===== src/rtl/wpsPkg.sv =====
package wpsPkg;

  // received control bytes and the data packet flag
  localparam logic [7:0] FLAG_DATA = 8'h01;
  localparam logic [7:0] FLAG_CMD  = 8'h02;
  localparam logic [7:0] FLAG_INIT = 8'h04;
  localparam logic [7:0] FLAG_CONT = 8'h10;

  typedef enum logic [2:0] {
    SEL_NONE,
    SEL_FLAG,
    SEL_COUNT,
    SEL_PAY,
    SEL_CKLO,
    SEL_CKHI
  } txSel_e;

  // strobes from control to datapath
  typedef struct packed {
    logic   loadJob;
    logic   loadPkt;
    logic   payXfer;
    logic   pktDone;
    txSel_e sel;
  } dpStrobe_t;

endpackage


===== src/rtl/wpsDatapath.sv =====
module wpsDatapath
  import wpsPkg::*;
#(
  parameter int CNT_W = 16,
  parameter int CHUNK = 128
) (
  input  logic             clk,
  input  logic             rstN,
  input  dpStrobe_t        strb,
  input  logic [CNT_W-1:0] totalCount,
  input  logic             srcValid,
  input  logic [7:0]       srcData,
  input  logic             txReady,
  output logic             srcReady,
  output logic             txValid,
  output logic [7:0]       txData,
  output logic             txFire,
  output logic             lastPay,
  output logic             finalPkt,
  output logic             totalZero,
  output logic [CNT_W-1:0] sentCount
);

  localparam logic [CNT_W-1:0] CHUNK_C = CNT_W'(CHUNK);
  localparam logic [7:0]       CHUNK_B = 8'(CHUNK);

  logic [CNT_W-1:0] remaining;
  logic [CNT_W-1:0] sent;
  logic [7:0]       pktLen;
  logic [7:0]       payIdx;
  logic [15:0]      cksum;
  logic [7:0]       pktLenNext;
  logic [15:0]      payWord;

  function automatic logic [15:0] addFold(input logic [15:0] a, input logic [15:0] b);
    logic [16:0] s;
    s = {1'b0, a} + {1'b0, b};
    return s[15:0] + {15'b0, s[16]};
  endfunction

  assign pktLenNext = (remaining >= CHUNK_C) ? CHUNK_B : remaining[7:0];
  assign payWord    = payIdx[0] ? {srcData, 8'h00} : {8'h00, srcData};
  assign lastPay    = (payIdx == pktLen - 8'd1);
  assign finalPkt   = (remaining == CNT_W'(pktLen));
  assign totalZero  = (totalCount == '0);
  assign sentCount  = sent;

  always_ff @(posedge clk) begin
    if (!rstN) begin
      remaining <= '0;
      sent      <= '0;
      pktLen    <= '0;
      payIdx    <= '0;
      cksum     <= '0;
    end else begin
      if (strb.loadJob) begin
        remaining <= totalCount;
        sent      <= '0;
      end
      if (strb.loadPkt) begin
        pktLen <= pktLenNext;
        payIdx <= '0;
        cksum  <= {pktLenNext, FLAG_DATA};
      end
      if (strb.payXfer) begin
        payIdx <= payIdx + 8'd1;
        cksum  <= addFold(cksum, payWord);
      end
      if (strb.pktDone) begin
        remaining <= remaining - CNT_W'(pktLen);
        sent      <= sent + CNT_W'(pktLen);
      end
    end
  end

  always_comb begin
    txValid = 1'b0;
    txData  = 8'h00;
    unique case (strb.sel)
      SEL_FLAG:  begin txValid = 1'b1;     txData = FLAG_DATA;    end
      SEL_COUNT: begin txValid = 1'b1;     txData = pktLen;       end
      SEL_PAY:   begin txValid = srcValid; txData = srcData;      end
      SEL_CKLO:  begin txValid = 1'b1;     txData = cksum[7:0];   end
      SEL_CKHI:  begin txValid = 1'b1;     txData = cksum[15:8];  end
      default:   begin txValid = 1'b0;     txData = 8'h00;        end
    endcase
  end

  assign srcReady = (strb.sel == SEL_PAY) && txReady;
  assign txFire   = txValid && txReady;

endmodule


===== src/rtl/wpsCtrl.sv =====
module wpsCtrl
  import wpsPkg::*;
(
  input  logic       clk,
  input  logic       rstN,
  input  logic       start,
  input  logic       totalZero,
  input  logic       rxValid,
  input  logic [7:0] rxData,
  input  logic       txFire,
  input  logic       lastPay,
  input  logic       finalPkt,
  output dpStrobe_t  strb,
  output logic       busy,
  output logic       respStart,
  output logic       respPreloaded,
  output logic       reinitReq,
  output logic       faultReq,
  output logic       done
);

  typedef enum logic [2:0] {
    ST_IDLE, ST_WAIT, ST_FLAG, ST_COUNT, ST_PAY, ST_CKLO, ST_CKHI
  } state_e;

  state_e state, nxt;
  logic   exResp, exPre, exReinit, exFault;

  always_comb begin
    nxt      = state;
    strb     = '{loadJob: 1'b0, loadPkt: 1'b0, payXfer: 1'b0, pktDone: 1'b0, sel: SEL_NONE};
    exResp   = 1'b0;
    exPre    = 1'b0;
    exReinit = 1'b0;
    exFault  = 1'b0;
    unique case (state)
      ST_IDLE: begin
        if (start) begin
          strb.loadJob = 1'b1;
          if (totalZero) exResp = 1'b1;
          else           nxt    = ST_WAIT;
        end
      end
      ST_WAIT: begin
        if (rxValid) begin
          unique case (rxData)
            FLAG_CONT: begin strb.loadPkt = 1'b1; nxt = ST_FLAG; end
            FLAG_CMD:  begin exResp = 1'b1; exPre = 1'b1; nxt = ST_IDLE; end
            FLAG_INIT: begin exReinit = 1'b1; nxt = ST_IDLE; end
            default:   begin exFault = 1'b1; nxt = ST_IDLE; end
          endcase
        end
      end
      ST_FLAG: begin
        strb.sel = SEL_FLAG;
        if (txFire) nxt = ST_COUNT;
      end
      ST_COUNT: begin
        strb.sel = SEL_COUNT;
        if (txFire) nxt = ST_PAY;
      end
      ST_PAY: begin
        strb.sel = SEL_PAY;
        if (txFire) begin
          strb.payXfer = 1'b1;
          if (lastPay) nxt = ST_CKLO;
        end
      end
      ST_CKLO: begin
        strb.sel = SEL_CKLO;
        if (txFire) nxt = ST_CKHI;
      end
      ST_CKHI: begin
        strb.sel = SEL_CKHI;
        if (txFire) begin
          strb.pktDone = 1'b1;
          if (finalPkt) begin
            exResp = 1'b1;
            nxt    = ST_IDLE;
          end else begin
            nxt = ST_WAIT;
          end
        end
      end
      default: nxt = ST_IDLE;
    endcase
  end

  always_ff @(posedge clk) begin
    if (!rstN) begin
      state         <= ST_IDLE;
      respStart     <= 1'b0;
      respPreloaded <= 1'b0;
      reinitReq     <= 1'b0;
      faultReq      <= 1'b0;
      done          <= 1'b0;
    end else begin
      state         <= nxt;
      respStart     <= exResp;
      respPreloaded <= exPre;
      reinitReq     <= exReinit;
      faultReq      <= exFault;
      done          <= exResp | exReinit | exFault;
    end
  end

  assign busy = (state != ST_IDLE);

endmodule


===== src/rtl/wrPacketizer.sv =====
module wrPacketizer
  import wpsPkg::*;
#(
  parameter int CNT_W = 16,
  parameter int CHUNK = 128
) (
  input  logic             clk,
  input  logic             rstN,
  input  logic             start,
  input  logic [CNT_W-1:0] totalCount,
  input  logic             srcValid,
  input  logic [7:0]       srcData,
  output logic             srcReady,
  output logic             txValid,
  output logic [7:0]       txData,
  input  logic             txReady,
  input  logic             rxValid,
  input  logic [7:0]       rxData,
  output logic             busy,
  output logic             respStart,
  output logic             respPreloaded,
  output logic             reinitReq,
  output logic             faultReq,
  output logic             done,
  output logic [CNT_W-1:0] sentCount
);

  dpStrobe_t strb;
  logic      txFire, lastPay, finalPkt, totalZero;

  wpsCtrl ctrl_i (
    .clk(clk), .rstN(rstN), .start(start), .totalZero(totalZero),
    .rxValid(rxValid), .rxData(rxData), .txFire(txFire),
    .lastPay(lastPay), .finalPkt(finalPkt), .strb(strb), .busy(busy),
    .respStart(respStart), .respPreloaded(respPreloaded),
    .reinitReq(reinitReq), .faultReq(faultReq), .done(done)
  );

  wpsDatapath #(.CNT_W(CNT_W), .CHUNK(CHUNK)) dp_i (
    .clk(clk), .rstN(rstN), .strb(strb), .totalCount(totalCount),
    .srcValid(srcValid), .srcData(srcData), .txReady(txReady),
    .srcReady(srcReady), .txValid(txValid), .txData(txData),
    .txFire(txFire), .lastPay(lastPay), .finalPkt(finalPkt),
    .totalZero(totalZero), .sentCount(sentCount)
  );

endmodule


===== config.mk =====
export PLATFORM = sky130hd
export DESIGN_NAME = wrPacketizer
export DESIGN_NICKNAME = d
export VERILOG_FILES = /design/src/rtl/wpsPkg.sv /design/src/rtl/wpsDatapath.sv /design/src/rtl/wpsCtrl.sv /design/src/rtl/wrPacketizer.sv
export SDC_FILE = /design/constraint.sdc
export NUM_CORES = 1
export LEC_CHECK = 0
export BUFFER_PORTS_ARGS = -buffer_cell sky130_fd_sc_hd__buf_2
export CORE_ASPECT_RATIO = 0.6
export CORE_MARGIN = 3
export CORE_UTILIZATION = 35
export CTS_CLUSTER_DIAMETER = 30
export DETAILED_ROUTE_END_ITERATION = 10
export GPL_ROUTABILITY_DRIVEN = 0
export GPL_TIMING_DRIVEN = 0
export PLACE_DENSITY = 0.57
export SYNTH_ARGS = -nofsm -noshare
export SYNTH_HDL_FRONTEND = slang
export SYNTH_HIERARCHICAL = 1
export SYNTH_SLANG_ARGS = --single-unit

===== constraint.sdc =====
create_clock -name clk -period 14 [get_ports clk]
set_input_delay 2.8 -clock clk [delete_from_list [all_inputs] [get_ports clk]]
set_output_delay 2.8 -clock clk [all_outputs]
set_load 0.01 [all_outputs]

**Yosys cells after proc, flatten, opt, wreduce, memory -nomap -nowiden**

Cells that the tools add are included.

- $add $sub $neg: 6
- Order comparisons: 1
- Equal/unequal tests: 25
- Mux-type cells: 46
- Bitwise gates (word level): 2
- Reductions and logical operators: 11

Operator list:

| operator | count |
|---|---|
| 16-bit 2-to-1 mux | 7 |
| 8-bit one-hot mux with 5 select lines | 1 |
| 3-bit 2-to-1 mux | 9 |
| 8-bit 2-to-1 mux | 3 |
| 1-bit 2-to-1 mux | 21 |
| 3-bit one-hot mux with 7 select lines | 1 |
| 16-bit by 16-bit adder with 17-bit output | 1 |
| 16-bit by 1-bit adder with 16-bit output | 1 |
| 16-bit by 8-bit adder with 16-bit output | 1 |
| 16-bit by 8-bit == test with 1-bit output | 1 |
| 16-bit by 8-bit >= comparator with 1-bit output (second input constant) | 1 |
| 16-bit logical NOT | 1 |
| 16-bit by 8-bit subtractor with 16-bit output | 1 |
| 3-bit == test (second input constant) | 5 |
| 3-bit one-hot mux with 5 select lines | 1 |
| 3-bit by 2-bit == test with 1-bit output (second input constant) | 4 |
| 2-bit by 1-bit inequality test with 1-bit output (second input constant) | 6 |
| 9-bit AND reduction | 1 |
| 8-bit by 1-bit adder with 8-bit output (second input constant) | 1 |
| 8-bit by 2-bit == test with 1-bit output (second input constant) | 1 |
| 8-bit by 3-bit == test with 1-bit output (second input constant) | 1 |
| 8-bit by 5-bit == test with 1-bit output (second input constant) | 1 |
| 8-bit == test | 1 |
| 8-bit by 1-bit subtractor with 8-bit output (second input constant) | 1 |
| 13 further kinds | 19 |

- Register bits after elaboration: 72
- Input port bits: 38
- Output and inout port bits: 32
- Word-level logic and storage cells: 102

**Longest topological paths before layout**

Gate-level depths: netlist of run 1.

- Depth in word-level cells: 10
- Depth in mapped cells: 20
- Gate-level depth less buffers: 19

**Hierarchy**

Netlist of run 1, hierarchy kept.

Modules (own cells, without submodules):

| module | times used | cells each | area each (um^2) | sequential area each (um^2) |
|---|---|---|---|---|
| wpsDatapath | 1 | 685 | 5425.2 | 1281.2 |
| wpsCtrl | 1 | 72 | 550.5 | 160.2 |

**Least setup slack after synthesis of run 1**

OpenSTA, ideal clock, no wires.

- Path kind: input port to flip-flop
- Start: input srcData[0]
- End: register dp_i.cksum[12]
- Library setup time: 0.103 ns
- Arrival time: 6.418 ns
- Required time: 13.897 ns
- Path slack: 7.478 ns
- Stages: 19
- Path buffers: 0
- Path through: nor2b_1 -> ha_1 -> inv_1 -> fa_1 -> and2b_1 -> o21a_4 -> o21ai_2 -> o31ai_1 -> o21ai_0 -> nand2_1 -> a21o_1 -> ha_1 -> nor2b_1 -> nor2b_1 -> nand4_2 -> nor3b_4 -> nand3_2 -> o211a_1 -> a2111oi_2

- Longest elaborated chain between the ends: 4

Ends and longest elaborated chain:

| element | RTL line | text |
|---|---|---|
| start, declared | wrPacketizer.sv:12 | `input logic [7:0] srcData,` |
| 16-bit 2-to-1 mux | wpsDatapath.sv:42 | `assign payWord = payIdx[0] ? {srcData, 8'h00} : {8'h00, srcData};` |
| 16-bit by 16-bit adder with 17-bit output | wpsDatapath.sv:37 | `s = {1'b0, a} + {1'b0, b};` |
| 16-bit by 1-bit adder with 16-bit output | wpsDatapath.sv:38 | `return s[15:0] + {15'b0, s[16]};` |
| 16-bit 2-to-1 mux | wpsDatapath.sv:65 | `if (strb.payXfer) begin` |
| end signal, assigned | wpsDatapath.sv:63 | `cksum <= {pktLenNext, FLAG_DATA};` |
| end signal, assigned | wpsDatapath.sv:67 | `cksum <= addFold(cksum, payWord);` |
| end, declared | wpsDatapath.sv:31 | `logic [15:0] cksum;` |

No other way between the ends.
A chain may end at the register's enable or synchronous reset.

**Worst setup path after layout of run 1**

Ends and elaborated chain as after synthesis.

==> summary.txt, run 1 <==
Setup path
  • Startpoint kind of the worst setup timing path: input port
  • Classification of the worst setup path: in2reg
  • Reg2reg path depth: 20
  • Crit-path max FO: 7
  • Worst EP required: between 10 and 15 ns
  • Signal arrival time at the worst endpoint: ~7.5 ns
  • Most frequent CP cell: nor2b_1
  • Kind of end point of the critical path: flop
  • Critical path cell sequence: buf_2, nor2b_1, ha_1, inv_1, fa_1, and2b_1, o21a_4, o21ai_2, o31ai_1, o21ai_0, nand2_1, a21o_1, ha_1, nor2b_1, nor2b_1, nand4_2, nor3b_4, nand3_2, o211a_1, a2111oi_2
  • Slowest library cell on the worst path: nor3b_4
  • Crit-path max cell delay: 0.46 ns

Cells and area
  • Fillers: between 1,500 and 2,000
  • Post-synthesis to final-layout area growth: 15.64%
  • Commonest non-fill, non-tap cell in the layout: buf_2
  • Commonest non-fill, non-tap cells in the layout: 73 x buf_2, 72 x dfxtp_1, 69 x a21oi_1
  • Antenna Diode Count: 0
  • Layout cell share with drive strength beyond 1: 0.1461
  • Total number of nets in the final design: around 920

Yosys
  • Mapped Avg Cell Area: about 7.9 um^2
  • Area share of the largest cell type after synthesis: 0.2412
  • Cell taking the most area after synthesis: dfxtp_1
  • Dominant synthesized flop cell: dfxtp_1
  • Netlist area before placement: 5976 um^2
  • Register area share after synthesis: 0.2412
  • Mapped Cells: ~760
  • Count of flip-flops with a built-in enable after synthesis: 0
  • Synth Net Count: approximately 840
  • Count of different cell masters after synthesis: 84
  • Cell types occupying the most area after synthesis: dfxtp_1 24%, ha_1 7.7%, a21oi_1 5.8%
  • FF+latch count, synth: 72
  • Post-synthesis async set-or-reset flop share: 0
  • Yosys Warn Count: 6

CTS
  • H-tree levels: 3
  • Clock insertion delay at the later pin of the skew report: approximately 0.34 ns
  • TritonCTS Buffers: 9
  • Buffer cell driving the clock tree root: clkbuf_16
  • Bufs on Longest Clock Path: 2
  • Post-cts repair resize count: 0
  • Number of sinks on the clock net: 72
  • Clock Pin Slew Worst Setup and Hold Paths: roughly 0.060 ns
  • Post-cts hold buffer count: 0
  • Number of setup buffers added after CTS: 0
  • Clock tree from TritonCTS: done

Place
  • Post-placement setup slack: ~6.5 ns
  • Number of I/O port buffers: 69
  • Detailed placement HPWL: 15.17 mm

Global route
  • Final global-route overflow total: 0
  • Global-route total usage across every layer: 0.2041
  • First-pass GRT wire length: a little over 30 mm
  • Maximum number of pins on one net before global-route repair: 15
  • Met3 Resource Use GR: 0.04494
  • Global routing usage on met2: 0.2549
  • Vias in the first global route: 5,450
  • Number of antenna violations at the first check in global routing: 0
  • Met1 capacity usage during global routing: 0.3414
  • Global-route layer with the greatest usage: met1

STA
  • Fin worst setup slack: between 6 and 7 ns
  • Actual slew at the worst max-slew pin: roughly 1.2 ns
  • Number of setup violations in the final report: 0
  • Min Hold Slack: ~0.50 ns
  • Number of hold violations in the final report: 0
  • Setup tns final: 0 ns
  • Final max-slew violation count: 0
  • Post-route clock period utilization: 0.5182
  • FMAX: about 140 MHz
  • Slew Limit Headroom: 0.2229
  • Min Tclk post-route: a little over 7 ns
  • Setup skew after layout: ~0.0077 ns
  • RSZ-0062 raised after global routing: no

Power
  • Register share of total power: 0.420
  • Switching power: 0.1342 mW
  • Logic pwr share: 0.111
  • Max VDD drop: between 0.00004 and 0.00005 V
  • Clock network power share: 0.469
  • Cell-internal power: 0.3699 mW
  • Share of total power consumed by net switching: 0.2662
  • Total power divided by cell area: ~73 nW/um^2
  • Static leakage: roughly 2.7 nW

Routing
  • Number of detailed-routing iterations run before antenna repair: 5
  • Wire length per cell: 17.70 um
  • Number of design rule violations left after detail routing: 0
  • Detailed router's first-iteration violation count: roughly 570
  • Number of antenna-violating nets in the routed design: 0
  • Post-detailed-route via-to-cell ratio: roughly 5.5
  • Total number of vias: 5,890
  • Final wirelength: ~19 mm

Die
  • Num rows: 36
  • Floorplan Core Area: approximately 16,000 um^2
  • Initial Utilization: 0.3625
  • Die W: between 150 and 200 um
  • Vertical die dimension: roughly 110 um
  • Area of the die: between 15,000 and 20,000 um^2
  • I/O pin cnt: 70

Run
  • Max-cap check violation count: 0

Hold path
  • Hold Path Depth: 1
  • Path type of the worst min-delay path: reg2reg

Outcome
  • Status: finished clean
## routing by layer
layer,vias up,routed length (um)
met3,16,1538
met4,0,167
met5,-,0
met1,2717,10600
li1,2963,-
met2,194,6624
## area by class of cell
type	count	area, um^2	area share
clock inverter	7	78.83	0.01141
tap	228	285.3	0.04128
inverter	35	131.4	0.01901
sequential	72	1441	0.2086
timing repair buffer	69	345.3	0.04997
buffer	37	162.7	0.02354
clock buffer	9	225.2	0.03259
multi-input combinational	613	4240	0.6136
## cell usage after synthesis (14+ instances only)
cell type,n
xnor2_1,24
a21oi_1,69
a211oi_1,18
o21ai_0,27
and2_1,22
xor2_1,17
ha_1,37
nor3_1,18
nor2b_1,15
nand2_1,62
inv_1,33
mux2i_1,24
nand4_1,14
dfxtp_1,72
clkbuf_1,24
nor2_1,59
## cell families after synthesis
family          Yosys count  share of synthesized area
compound gates          220                     0.2584
xor+xnor                 42                    0.06281
fa+ha+maj                41                    0.08920
buf+inv                  72                    0.04920
flops                    72                     0.2412
mux                      26                    0.04397
simple gates            284                     0.2552
## registers in the layout, summed over array words and instances, names as in the netlist
signal / flops
ctrl_i/reinitReq: 1
ctrl_i/done: 1
ctrl_i/state: 3
dp_i/remaining: 16
dp_i/pktLen: 8
ctrl_i/respStart: 1
dp_i/sentCount: 16
ctrl_i/respPreloaded: 1
dp_i/payIdx: 8
dp_i/cksum: 16
ctrl_i/faultReq: 1
## worst max-delay path: cells and delay by family
| kind | cells | cell delay [ns] |
|---|---|---|
| AO/OA/AOI/OAI | 7 | 1.64 |
| adder cells (fa/ha/maj) | 3 | 0.92 |
| AND/OR/NAND/NOR | 8 | 1.90 |
| buffers and inverters | 2 | 0.22 |
## path summary, 6_finish.rpt
path / start / slack [ns] / end
worst max-delay path: srcData[0] / 6.75 / dp_i/cksum[12]$_SDFFE_PN0P_
worst min-delay path: dp_i/remaining[14]$_SDFFE_PN0P_ / 0.50 / dp_i/remaining[14]$_SDFFE_PN0P_
worst max register to register: dp_i/payIdx[0]$_SDFFE_PN0P_ / 8.52 / dp_i/cksum[12]$_SDFFE_PN0P_
worst min register to register: dp_i/remaining[14]$_SDFFE_PN0P_ / 0.50 / dp_i/remaining[14]$_SDFFE_PN0P_
## metrics by stage
| step | instances | power, mW | utilization | instance area (um^2) |
|---|---|---|---|---|
| 2_1_floorplan | 757 | 0.2516 | - | 5976 |
| 3_3_place_gp | 1054 | 0.2714 | 0.4007 | 6606 |
| 3_5_place_dp | 1054 | 0.2712 | 0.4007 | 6606 |
| 4_1_cts | 1070 | 0.5087 | 0.4192 | 6910 |
| 5_1_grt | 1070 | 0.5251 | 0.4192 | 6910 |
| 6_report | 1070 | 0.5041 | 0.4192 | 6910 |
## power groups by stage
stage | logic (mW) | clock network [mW] | registers (mW)
after floorplan | 0.0363 | 0 | 0.215
after global placement | 0.0551 | 0 | 0.216
after detailed placement | 0.0550 | 0 | 0.216
after CTS | 0.0552 | 0.242 | 0.212
after global routing | 0.0616 | 0.251 | 0.212
final | 0.0561 | 0.236 | 0.212
No activity file was read; power rests on OpenSTA's default activity.
==> run 2, diff against run 1 <==
==> constraint.sdc (replaced) <==
create_clock -name clk -period 6.7 [get_ports clk]
set_input_delay 1.34 -clock clk [delete_from_list [all_inputs] [get_ports clk]]
set_output_delay 1.34 -clock clk [all_outputs]
set_load 0.01 [all_outputs]
==> run 2 against run 1 <==
Compared with the run above:
- clock skew barely moved
- combinational power up 110%
- sequential power rose by 110%
- register-to-register slack worse by 7.3 ns
- utilization unchanged
- routed wire length about the same
- count of clock-buffer cells in the layout unchanged
- non-clock buffer count did not move
- die area did not move
- total power is 110% higher
- clock power increased by 110%
- sequential share of layout area is the same
==> summary.txt, run 2 (same netlist as run 1, synthesis figures left out) <==
CTS
  • Clock insertion delay at the later pin of the skew report: 0.34 ns
  • H-tree levels: 3
  • Bufs on Longest Clock Path: 2
  • Number of setup buffers added after CTS: 0
  • Number of sinks on the clock net: about 70
  • TritonCTS Buffers: 9
  • Post-cts repair resize count: 0
  • Buffer cell driving the clock tree root: clkbuf_16
  • Clock Pin Slew Worst Setup and Hold Paths: roughly 0.06 ns
  • Post-cts hold buffer count: 0
  • Clock tree from TritonCTS: done

Die
  • Vertical die dimension: around 110 um
  • Die W: 174.7 um
  • Floorplan Core Area: approximately 16,000 um^2
  • Area of the die: around 19,000 um^2
  • Num rows: 36
  • I/O pin cnt: 70
  • Initial Utilization: 0.3625

Cells and area
  • Antenna Diode Count: 0
  • Fillers: about 1,700
  • Total number of nets in the final design: a little over 900
  • Commonest non-fill, non-tap cell in the layout: buf_2
  • Post-synthesis to final-layout area growth: 15.64%
  • Commonest non-fill, non-tap cells in the layout: 73 x buf_2, 72 x dfxtp_1, 69 x a21oi_1
  • Layout cell share with drive strength beyond 1: 0.1461

STA
  • Post-route clock period utilization: 0.8649
  • Min Tclk post-route: 5.795 ns
  • Final max-slew violation count: 0
  • Setup skew after layout: between 0.007 and 0.008 ns
  • Slew Limit Headroom: 0.2717
  • Number of setup violations in the final report: 0
  • RSZ-0062 raised after global routing: no
  • Actual slew at the worst max-slew pin: between 1 and 1.5 ns
  • Fin worst setup slack: 0.9052 ns
  • Number of hold violations in the final report: 0
  • FMAX: 172.6 MHz
  • Setup tns final: 0 ns

Power
  • Power consumption: ~1.1 mW
  • Static leakage: 2.705 nW
  • Total power divided by cell area: 152.5 nW/um^2
  • Max VDD drop: around 0.00010 V

Routing
  • Total number of vias: ~6,000
  • Number of detailed-routing iterations run before antenna repair: 5
  • Post-detailed-route via-to-cell ratio: roughly 5.5
  • Final wirelength: between 15 and 20 mm
  • Number of antenna-violating nets in the routed design: 0
  • Detailed router's first-iteration violation count: between 500 and 600
  • Number of design rule violations left after detail routing: 0
  • Wire length per cell: 17.69 um

Hold path
  • Path type of the worst min-delay path: reg2reg

Global route
  • First-pass GRT wire length: roughly 30 mm
  • Vias in the first global route: approximately 5,400
  • Global-route total usage across every layer: 0.2042
  • Final global-route overflow total: 0
  • Number of antenna violations at the first check in global routing: 0
  • Maximum number of pins on one net before global-route repair: 15

Setup path
  • Startpoint kind of the worst setup timing path: input port
  • Crit-path max cell delay: between 0.4 and 0.5 ns
  • Slowest library cell on the worst path: nor3b_4
  • Combined buffer and inverter count along the critical path: 2
  • Kind of end point of the critical path: flop
  • Signal arrival time at the worst endpoint: 6.04 ns
  • Crit-path max FO: 7
  • Delay-heaviest family, CP: simple AND/OR/NAND/NOR gates
  • Worst EP required: approximately 7 ns
  • Classification of the worst setup path: in2reg
  • Most frequent CP cell: nor2b_1
  • Critical path cell sequence: buf_2, nor2b_1, ha_1, inv_1, fa_1, and2b_1, o21a_4, o21ai_2, o31ai_1, o21ai_0, nand2_1, a21o_1, ha_1, nor2b_1, nor2b_1, nand4_2, nor3b_4, nand3_2, o211a_1, a2111oi_2

Place
  • Number of I/O port buffers: between 60 and 70
  • Post-placement setup slack: roughly 0.65 ns
  • Detailed placement HPWL: about 15 mm

Outcome
  • Status: finished clean

Run
  • Max-cap check violation count: 0
==> run 2: cell counts in the layout (fill, tap and decap cells not counted) <==
Identical to the previous run, type by type.
==> run 2: where the power goes <==
group          internal [mW]  total, mW  switching [mW]
clock                  0.291      0.494           0.203
combinational         0.0461      0.117          0.0711
sequential             0.435      0.442         0.00702
==> run 2: per-layer routing <==
metal	share of wire	vias up	track usage	wire length, um
met3	0.080	14	0.04494	1507
met4	0.0074	0	0.03356	140
li1	-	2964	-	-
met2	0.35	186	0.2560	6617
met1	0.56	2724	0.3418	10660
met5	0	-	0	0
==> run 2: worst paths after layout <==
check,start,end,slack [ns],depth (start not counted)
min,dp_i/remaining[14]$_SDFFE_PN0P_,dp_i/remaining[14]$_SDFFE_PN0P_,0.50,1
max,srcData[0],dp_i/cksum[12]$_SDFFE_PN0P_,0.91,20
max reg2reg,dp_i/payIdx[0]$_SDFFE_PN0P_,dp_i/cksum[12]$_SDFFE_PN0P_,1.22,20
min reg2reg,dp_i/remaining[14]$_SDFFE_PN0P_,dp_i/remaining[14]$_SDFFE_PN0P_,0.50,1
==> run 2: through the flow <==
stage            util  std cells  hold slack [ns]  area, um^2
2_1_floorplan       -        757           0.4460        5976
3_3_place_gp   0.4007       1054           0.4828        6606
4_1_cts        0.4192       1070           0.4951        6910
3_5_place_dp   0.4007       1054           0.4812        6606
5_1_grt        0.4192       1070           0.5291        6910
6_report       0.4192       1070           0.4996        6910
==> run 2: worst reg2reg max path: stages, from the launching register on <==
cell,delay [ns]
dfxtp_1,0.33
clkbuf_1,0.49
clkbuf_1,0.44
and2_1,0.22
ha_1,0.14
clkbuf_1,0.32
a21oi_1,0.14
o21a_1,0.31
a2bb2oi_1,0.20
o31ai_1,0.11
o21ai_0,0.23
nand2_1,0.12
a21o_1,0.16
ha_1,0.21
nor2b_1,0.20
nor2b_1,0.30
nand4_2,0.22
nor3b_4,0.46
nand3_2,0.18
o211a_1,0.27
a2111oi_2,0.31
==> run 2: layout make-up <==
cell class / instances / area (um^2) / share of cell area
clock inverter: 7 / 78.83 / 0.01141
tap: 228 / 285.3 / 0.04128
timing repair buffer: 69 / 345.3 / 0.04997
clock buffer: 9 / 225.2 / 0.03259
buffer: 37 / 162.7 / 0.02354
multi-input combinational: 613 / 4240 / 0.6136
sequential: 72 / 1441 / 0.2086
inverter: 35 / 131.4 / 0.01901
==> run 3, diff against run 2 <==
--- a/config.mk
+++ b/config.mk
@@ -6,7 +6,7 @@
 export NUM_CORES = 1
 export LEC_CHECK = 0
 export BUFFER_PORTS_ARGS = -buffer_cell sky130_fd_sc_hd__buf_2
-export CORE_ASPECT_RATIO = 0.6
+export CORE_ASPECT_RATIO = 0.7
 export CORE_MARGIN = 3
 export CORE_UTILIZATION = 35
 export CTS_CLUSTER_DIAMETER = 30
==> run 3 against run 2 <==
Compared with the run above:
- clock power shrank 11%
- worst setup slack gained 0.024 ns
- utilization shrank 0.39 points
- register-to-register slack lost 0.02 ns
- global-route usage shrank 0.77 points
- total power shrank 5.5%
- sequential power is essentially flat
- via count shrank 0.87%
- die area shrank 0.14%
- combinational power is essentially flat
- first-iteration DRC count shrank 21%
==> summary.txt, run 3 (same netlist as run 1, synthesis figures left out) <==
Outcome
  • Status: finished clean

Power
  • Register share of total power: 0.445
  • Switching power: between 0.2 and 0.3 mW
  • Share of total power consumed by net switching: 0.2567
  • Clock network power share: 0.440
  • Total power divided by cell area: approximately 140 nW/um^2
  • Cell-internal power: roughly 0.74 mW
  • Logic pwr share: 0.116
  • Max VDD drop: 0.0001060 V
  • Static leakage: roughly 2.7 nW
  • Power consumption: around 1 mW

STA
  • Setup skew after layout: 0.006521 ns
  • Number of hold violations in the final report: 0
  • Number of setup violations in the final report: 0
  • Slew Limit Headroom: 0.3096
  • RSZ-0062 raised after global routing: no
  • FMAX: about 170 MHz
  • Final max-slew violation count: 0
  • Post-route clock period utilization: 0.8613
  • Actual slew at the worst max-slew pin: a little over 1 ns
  • Setup tns final: 0 ns
  • Fin worst setup slack: ~0.93 ns
  • Min Tclk post-route: a little under 6 ns

Routing
  • Post-detailed-route via-to-cell ratio: 5.470
  • Final wirelength: between 15 and 20 mm
  • Detailed router's first-iteration violation count: between 400 and 500
  • Number of design rule violations left after detail routing: 0
  • Number of antenna-violating nets in the routed design: 0
  • Total number of vias: 5,837
  • Wire length per cell: 16.96 um
  • Number of detailed-routing iterations run before antenna repair: 5

Cells and area
  • Core utilization of the finished layout: 0.4152
  • Non-Filler Instances: about 1,100
  • Layout cell share with drive strength beyond 1: 0.1437
  • Antenna Diode Count: 0
  • Commonest non-fill, non-tap cells in the layout: 73 x buf_2, 72 x dfxtp_1, 69 x a21oi_1
  • Post-synthesis to final-layout area growth: 14.95%
  • Total number of nets in the final design: between 900 and 1,000
  • Fillers: approximately 1,700
  • Commonest non-fill, non-tap cell in the layout: buf_2

CTS
  • Buffer cell driving the clock tree root: clkbuf_16
  • H-tree levels: 3
  • TritonCTS Buffers: 9
  • Clock insertion delay at the later pin of the skew report: 0.33 ns
  • Post-cts repair resize count: 0
  • Clock Pin Slew Worst Setup and Hold Paths: 0.05 ns
  • Post-cts hold buffer count: 0
  • Number of setup buffers added after CTS: 0
  • Number of sinks on the clock net: 72
  • Bufs on Longest Clock Path: 2
  • Clock tree from TritonCTS: done

Place
  • Post-Place Cells: ~1,100
  • Number of I/O port buffers: 69
  • Detailed placement HPWL: ~15 mm
  • Post-placement setup slack: a little under 0.7 ns

Setup path
  • Crit-path max FO: 7
  • Reg2reg setup slack: 1.20 ns
  • Worst EP required: 6.92 ns
  • Classification of the worst setup path: in2reg
  • Kind of end point of the critical path: flop
  • Signal arrival time at the worst endpoint: about 6 ns
  • Startpoint kind of the worst setup timing path: input port

Die
  • Die W: 162.2 um
  • Area of the die: around 19,000 um^2
  • I/O pin cnt: 70
  • Initial Utilization: 0.3612
  • Num rows: 39
  • Floorplan Core Area: between 15,000 and 20,000 um^2
  • Vertical die dimension: around 120 um

Hold path
  • Path type of the worst min-delay path: reg2reg

Global route
  • Vias in the first global route: roughly 5,500
  • Global-route total usage across every layer: 0.1966
  • First-pass GRT wire length: between 20 and 30 mm
  • Final global-route overflow total: 0
  • Maximum number of pins on one net before global-route repair: 14
  • Number of antenna violations at the first check in global routing: 0

Run
  • Max-cap check violation count: 0
[run 3: metrics by stage]
stage	cell area (um^2)	hold slack, ns
after CTS	6869	0.4832
final	6869	0.4810
after global routing	6869	0.5259
after detailed placement	6603	0.4753
after global placement	6603	0.4772
after floorplan	5976	0.4460
[run 3: path summary, 6_finish.rpt]
check	startpoint	endpoint	depth (start not counted)
worst max-delay path	srcData[0]	dp_i/cksum[12]$_SDFFE_PN0P_	20
worst min-delay path	dp_i/remaining[14]$_SDFFE_PN0P_	dp_i/remaining[14]$_SDFFE_PN0P_	1
worst max register to register	dp_i/payIdx[0]$_SDFFE_PN0P_	dp_i/cksum[12]$_SDFFE_PN0P_	20
worst min register to register	dp_i/remaining[14]$_SDFFE_PN0P_	dp_i/remaining[14]$_SDFFE_PN0P_	1
[run 3: power groups by stage]
stage | Combinational [mW] | Clock [mW] | Sequential [mW]
after floorplan | 0.0758 | 0 | 0.450
after global placement | 0.114 | 0 | 0.452
after detailed placement | 0.114 | 0 | 0.452
after CTS | 0.115 | 0.448 | 0.443
after global routing | 0.129 | 0.465 | 0.444
final | 0.115 | 0.438 | 0.443
[run 3: layer usage]
metal | wire length [um] | share of wire | vias up | GRT usage
li1 | - | - | 2954 | -
met1 | 10110 | 0.56 | 2702 | 0.3136
met2 | 6857 | 0.38 | 168 | 0.2722
met3 | 1021 | 0.056 | 13 | 0.04069
met4 | 114 | 0.0063 | 0 | 0.02955
met5 | 0 | 0 | - | 0
[run 3: area by class of cell]
| type | instances | area [um^2] | share of cell area |
|---|---|---|---|
| multi-input cells | 613 | 4240 | 0.6173 |
| clock buffers | 12 | 246.5 | 0.03588 |
| well taps | 225 | 281.5 | 0.04098 |
| repair buffers | 69 | 345.3 | 0.05027 |
| clock inverters | 4 | 20.02 | 0.002914 |
| inverters | 35 | 131.4 | 0.01913 |
| plain buffers | 37 | 162.7 | 0.02368 |
| flip-flops and latches | 72 | 1441 | 0.2098 |
[run 3: critical path: stages]
cell,delay (ns)
buf_2,0.12
nor2b_1,0.15
ha_1,0.31
inv_1,0.09
fa_1,0.41
and2b_1,0.28
o21a_4,0.18
o21ai_2,0.15
o31ai_1,0.33
o21ai_0,0.22
nand2_1,0.12
a21o_1,0.15
ha_1,0.23
nor2b_1,0.21
nor2b_1,0.30
nand4_2,0.22
nor3b_4,0.43
nand3_2,0.17
o211a_1,0.26
a2111oi_2,0.32
